`src/rtl/irq_pkg.sv`:
```
package irq_pkg;

  typedef enum logic [1:0] {
    CSR_FLAGS   = 2'd0,
    CSR_ENABLES = 2'd1,
    CSR_CTRL    = 2'd2
  } csr_sel_e;

  localparam int unsigned VEC_BASE = 4;
  localparam int unsigned VEC_STEP = 4;

  function automatic int unsigned slot_vector(input int unsigned slot);
    return VEC_BASE + VEC_STEP * slot;
  endfunction

endpackage

```
`src/rtl/irq_src_bank.sv`:
```
module irq_src_bank #(
  parameter int unsigned N = 8
) (
  input  logic         clk,
  input  logic         rst_n,
  input  logic [N-1:0] evt,
  input  logic         flag_we,
  input  logic         en_we,
  input  logic [N-1:0] wdata,
  input  logic [N-1:0] clr_mask,
  output logic [N-1:0] flags,
  output logic [N-1:0] en
);

  for (genvar i = 0; i < N; i++) begin : g_src
    always_ff @(posedge clk or negedge rst_n) begin
      if (!rst_n)          flags[i] <= 1'b0;
      else if (evt[i])     flags[i] <= 1'b1;
      else if (flag_we)    flags[i] <= wdata[i];
      else if (clr_mask[i]) flags[i] <= 1'b0;
    end

    always_ff @(posedge clk or negedge rst_n) begin
      if (!rst_n)      en[i] <= 1'b0;
      else if (en_we)  en[i] <= wdata[i];
    end

    AST_EVT_SETS_FLAG: assert property (@(posedge clk) disable iff (!rst_n)
      evt[i] |=> flags[i]);

    AST_ACCEPT_CLEARS: assert property (@(posedge clk) disable iff (!rst_n)
      (clr_mask[i] && !evt[i] && !flag_we) |=> !flags[i]);
  end

endmodule

```
`src/rtl/irq_arbiter.sv`:
```
module irq_arbiter
  import irq_pkg::*;
#(
  parameter int unsigned  N      = 8,
  parameter int unsigned  VW     = 8,
  parameter logic [N-1:0] SHARED = 8'hE0
) (
  input  logic [N-1:0]  flags,
  input  logic [N-1:0]  en,
  input  logic          accept,
  output logic          any_req,
  output logic [VW-1:0] win_vec,
  output logic [N-1:0]  clr_mask,
  output logic          grp_pend
);

  function automatic int unsigned lowest_member(input logic [N-1:0] m);
    int unsigned r = 0;
    for (int i = N - 1; i >= 0; i--) if (m[i]) r = i;
    return r;
  endfunction

  localparam int unsigned GRP_SLOT = lowest_member(SHARED);

  logic [N-1:0] req;
  logic [N-1:0] slot_req;
  logic [N-1:0] win_oh;
  int unsigned  win_idx;

  assign req      = flags & en;
  assign grp_pend = |(req & SHARED);

  for (genvar i = 0; i < N; i++) begin : g_slot
    if (!SHARED[i]) begin : g_ded
      assign slot_req[i] = req[i];
    end else if (i == GRP_SLOT) begin : g_grp
      assign slot_req[i] = grp_pend;
    end else begin : g_hidden
      assign slot_req[i] = 1'b0;
    end
  end

  always_comb begin
    win_idx = 0;
    win_oh  = '0;
    for (int i = N - 1; i >= 0; i--) begin
      if (slot_req[i]) win_idx = i;
    end
    if (|slot_req) win_oh[win_idx] = 1'b1;
  end

  assign any_req  = |slot_req;
  assign win_vec  = VW'(slot_vector(win_idx));
  assign clr_mask = accept ? (win_oh & ~SHARED) : '0;

endmodule

```
`src/rtl/irq_wake.sv`:
```
module irq_wake #(
  parameter int unsigned N = 8
) (
  input  logic         clk,
  input  logic         rst_n,
  input  logic         sleep,
  input  logic [N-1:0] flags,
  output logic         wake
);

  logic [N-1:0] seen;

  always_ff @(posedge clk or negedge rst_n) begin
    if (!rst_n)     seen <= '0;
    else if (!sleep) seen <= flags;
    else            seen <= seen & flags;
  end

  assign wake = sleep & |(flags & ~seen);

endmodule

```
`src/rtl/vec_irq_ctrl.sv`:
```
module vec_irq_ctrl
  import irq_pkg::*;
#(
  parameter int unsigned  N      = 8,
  parameter int unsigned  VW     = 8,
  parameter logic [N-1:0] SHARED = 8'hE0
) (
  input  logic          clk,
  input  logic          rst_n,
  input  logic [N-1:0]  evt_i,
  input  logic          csr_we,
  input  logic [1:0]    csr_addr,
  input  logic [N-1:0]  csr_wdata,
  input  logic          stk_full_i,
  input  logic          reti_i,
  input  logic          sleep_i,
  output logic          take_o,
  output logic [VW-1:0] vec_o,
  output logic [N-1:0]  flags_o,
  output logic [N-1:0]  enables_o,
  output logic          gie_o,
  output logic          grp_pend_o,
  output logic          wake_o
);

  logic          gie_q;
  logic          any_req;
  logic          accept;
  logic [VW-1:0] win_vec;
  logic [N-1:0]  clr_mask;
  logic          flag_we;
  logic          en_we;
  logic          ctrl_we;

  assign flag_we = csr_we && (csr_addr == CSR_FLAGS);
  assign en_we   = csr_we && (csr_addr == CSR_ENABLES);
  assign ctrl_we = csr_we && (csr_addr == CSR_CTRL);

  irq_src_bank #(.N(N)) u_bank (
    .clk      (clk),
    .rst_n    (rst_n),
    .evt      (evt_i),
    .flag_we  (flag_we),
    .en_we    (en_we),
    .wdata    (csr_wdata),
    .clr_mask (clr_mask),
    .flags    (flags_o),
    .en       (enables_o)
  );

  irq_arbiter #(.N(N), .VW(VW), .SHARED(SHARED)) u_arb (
    .flags    (flags_o),
    .en       (enables_o),
    .accept   (accept),
    .any_req  (any_req),
    .win_vec  (win_vec),
    .clr_mask (clr_mask),
    .grp_pend (grp_pend_o)
  );

  irq_wake #(.N(N)) u_wake (
    .clk   (clk),
    .rst_n (rst_n),
    .sleep (sleep_i),
    .flags (flags_o),
    .wake  (wake_o)
  );

  assign accept = gie_q && !stk_full_i && any_req;

  always_ff @(posedge clk or negedge rst_n) begin
    if (!rst_n)       gie_q <= 1'b0;
    else if (accept)  gie_q <= 1'b0;
    else if (reti_i)  gie_q <= 1'b1;
    else if (ctrl_we) gie_q <= csr_wdata[0];
  end

  always_ff @(posedge clk or negedge rst_n) begin
    if (!rst_n) begin
      take_o <= 1'b0;
      vec_o  <= '0;
    end else begin
      take_o <= accept;
      if (accept) vec_o <= win_vec;
    end
  end

  assign gie_o = gie_q;

  AST_TAKE_SINGLE: assert property (@(posedge clk) disable iff (!rst_n)
    take_o |=> !take_o);

  AST_TAKE_HAD_GIE: assert property (@(posedge clk) disable iff (!rst_n)
    take_o |-> $past(gie_q));

  AST_GIE_DROPPED: assert property (@(posedge clk) disable iff (!rst_n)
    take_o |-> !gie_q);

  AST_NO_TAKE_FULL: assert property (@(posedge clk) disable iff (!rst_n)
    take_o |-> !$past(stk_full_i));

endmodule

```
`config.mk`:
```
export PLATFORM = sky130hd
export DESIGN_NAME = vec_irq_ctrl
export DESIGN_NICKNAME = d
export VERILOG_FILES = /design/src/rtl/irq_pkg.sv /design/src/rtl/irq_src_bank.sv /design/src/rtl/irq_arbiter.sv /design/src/rtl/irq_wake.sv /design/src/rtl/vec_irq_ctrl.sv
export SDC_FILE = /design/constraint.sdc
export NUM_CORES = 1
export LEC_CHECK = 0
export BUFFER_PORTS_ARGS = -buffer_cell sky130_fd_sc_hd__buf_2
export CAP_MARGIN = 25
export CELL_PAD_IN_SITES_DETAIL_PLACEMENT = 0
export CELL_PAD_IN_SITES_GLOBAL_PLACEMENT = 1
export CORE_UTILIZATION = 33
export DETAILED_ROUTE_END_ITERATION = 6
export HOLD_SLACK_MARGIN = 0.03
export PLACE_DENSITY = 0.87
export SYNTH_ARGS = -nofsm -noshare
export SYNTH_HDL_FRONTEND = slang
export SYNTH_SLANG_ARGS = --single-unit
```
`constraint.sdc`:
```
create_clock -name clk -period 1.99 [get_ports clk]
set_clock_uncertainty 0.15 [all_clocks]
set_input_delay 0.0995 -clock clk [delete_from_list [all_inputs] [get_ports clk]]
set_output_delay 0.0995 -clock clk [all_outputs]
set_load 0.01 [all_outputs]
```
==> reports/qor.txt <==
status: finished clean
CTS H-tree depth: 2
Tmin final: 1.948 ns
Min-Delay Path Class: in -> reg
TNS Setup: 0 ns
Clock transition at path regs: 0.06 ns
CTS Buf Count: 5
Worst R2R Path Depth: 6
diodes inserted: 0
CP Max Fanout: 3
sequential share of the synthesized area: 0.5376
CP max stage delay: 0.40 ns
Slew Limit Fails: 0
slowest cell on the critical path: dfrtp_1
Reg-to-Reg End: vec_o[3]
Arr. time, crit path: 1.97 ns
EDFF count, synth: 0
CP Class: reg -> reg
Wirelength per Cell: 13.97 µm
# DRC: 0
Worst Hold Slack: 0.1042 ns
IO buf count: 47
Cell Count, Final, Fillers Out: 261
Synth Area per Inst: 10.74 µm²
Cell Area, Synth: 0.001396 mm²
vias in the first global route: 1245
total power: 2.109 mW
CTS tree: built
WHS Path Cells: 4
most common flop cell mapped by yosys: dfrtp_1
Starting Density: 0.3466
Max-Cap Viols: 0
Via density: 4.843
Peak Freq: 513.3 MHz
design area: 0.002106 mm²
asr flop ratio synth: 1.000
Worst-Skew Late Latency: 0.29 ns
Final setup viols: 0
reg2reg setup slack: 0.04 ns
Crit path max-delay family: compound AO/OA/AOI/OAI gates
Total Wirelength: 3.647 mm
post-layout util: 0.5227
total global-route track usage: 0.1832
synthesis warning total: 0
grt total ovfl: 0
Final WS setup: 0.04174 ns
Netlist cell types: 34
routability cong.: 0.7367
DP Cell Count: 228
worst r2r src: u_bank.en[7]
first-pass GRT wire length: 5.851 mm
unrepaired setup endpoints after global routing: false
Site Rows: 23
Antenna Nets Post-Route: 0
most frequent cells in the layout: 47 x buf_2, 30 x dfrtp_1, 23 x dlygate4sd3_1
relative slew slack: 0.5579
initial antenna violation count: 0
share of layout cells above drive strength 1: 0.3744
Hold Crit Start: stk_full_i
core region area: 0.004029 mm²
Pre-Repair DR Iteration Count: 4
nets@finish: 235
DP Wirelength: 2.417 mm
DR iter-0 viols: 34
total clock sinks: 30
Gate Count Post-Synth: 130
worst-path cell chain: a222oi_1 > buf_4 > o221a_4 > a21oi_2 > ha_1 > mux2_2
root buf cell: clkbuf_8
Worst-Margin Slew: 0.6632 ns
clock tree buffer depth: 2
Final Hold Viols: 0
placed cell area: 0.001702 mm²
die height: 67.05 µm
Seq cells post-synth: 30
area grow syn2layout: 50.81%
IO Pins: 52
Via Count: 1264
worst slack at placement: 0.01238 ns
fin crit share: 0.9790
largest net degree at the start of global routing: 31
Worst Path Buf+Inv: 1
CP startpoint kind: register
leakage power: 1.037 nW
die area: 0.004496 mm²
DIE WIDTH: 67.05 µm
maximum vdd ir drop: 659.9 µV
commonest non-fill, non-tap cell in the layout: buf_2
Critical Path End Type: register
Pwr per Cell Area: 1002 mW/mm²
WHS Endpoint: gie_o
Critical Path RT: 2.01 ns
Stages on worst setup path: 6
==> cell type report <==
type / instances / area, µm²
inverters: 18 / 67.56
clock buffers: 6 / 82.58
repair buffers: 76 / 510.5
fillers: 357 / 1923
well taps: 50 / 62.56
multi-input cells: 79 / 571.8
flip-flops and latches: 30 / 750.7
clock inverters: 2 / 60.06
==> what timing repair did <==
action,CTS,global route
buffers inserted,1,1
endpoints found under the hold margin,55,0
hold buffers,23,0
resized for setup,0,3
setup endpoints to repair,1,6
gates cloned,0,0
pin swaps,1,1
==> synthesized netlist by cell type, types with 2 or more instances <==
master | count | area, µm²
dfrtp_1 | 30 | 750.7
inv_1 | 18 | 67.56
a21oi_1 | 13 | 65.06
mux2_2 | 9 | 101.4
nand2_1 | 8 | 30.03
nor2_1 | 7 | 26.28
a211o_1 | 5 | 43.79
buf_4 | 4 | 30.03
o22ai_1 | 4 | 25.02
a211oi_1 | 2 | 15.01
a22oi_1 | 2 | 15.01
a311oi_1 | 2 | 17.52
clkbuf_1 | 2 | 7.510
nand3b_1 | 2 | 15.01
nor2b_1 | 2 | 12.51
nor3_1 | 2 | 10.01
==> state kept, by name (all words and copies together), names as in the netlist <==
register and flops:
take_o 1, u_bank.en 8, u_bank.flags 8, u_wake.seen 8, gie_o 1, vec_o 4
==> report_power, final <==
part	switching (mW)	total [mW]	internal [mW]
Combinational	0.272	0.544	0.272
Sequential	0.0829	0.798	0.715
Clock	0.234	0.768	0.534
==> how the worst max path moves through the flow <==
stage / startpoint / end / slack, ns
after global placement: u_bank.en[7] / vec_o[3] / 0.07
final: u_bank.en[7] / vec_o[3] / 0.04
after floorplan: u_bank.en[7] / vec_o[3] / -0.06
after global routing: u_bank.en[7] / vec_o[2] / 0.005
after CTS: u_bank.flags[7] / vec_o[3] / 0.002
after detailed placement: u_bank.en[7] / vec_o[3] / 0.01
==> tightest hold or removal path, stage by stage <==
cell and delay (ns):
buf_2 0.10, nand2b_1 0.12, a41oi_2 0.07, a21oi_1 0.12
==> routing by layer <==
layer | GRT usage | routed length [µm] | part of all wire | vias to the layer above
li1 | - | - | - | 608
met1 | 0.2053 | 1468 | 0.40 | 619
met2 | 0.3163 | 1976 | 0.54 | 31
met3 | 0.05479 | 143 | 0.039 | 6
met4 | 0.07979 | 59 | 0.016 | 0
met5 | 0 | 0 | 0 | -
==> kinds of logic after synthesis <==
| group | after synthesis | share of synthesized area |
|---|---|---|
| compound gates | 36 | 0.1882 |
| xor+xnor | 1 | 0.006274 |
| fa+ha+maj | 1 | 0.008959 |
| buf+inv | 24 | 0.07527 |
| flops | 30 | 0.5376 |
| mux | 10 | 0.07975 |
| other cells | 1 | 0.002686 |
| simple gates | 27 | 0.1013 |
No activity file was read; power rests on OpenSTA's default activity.
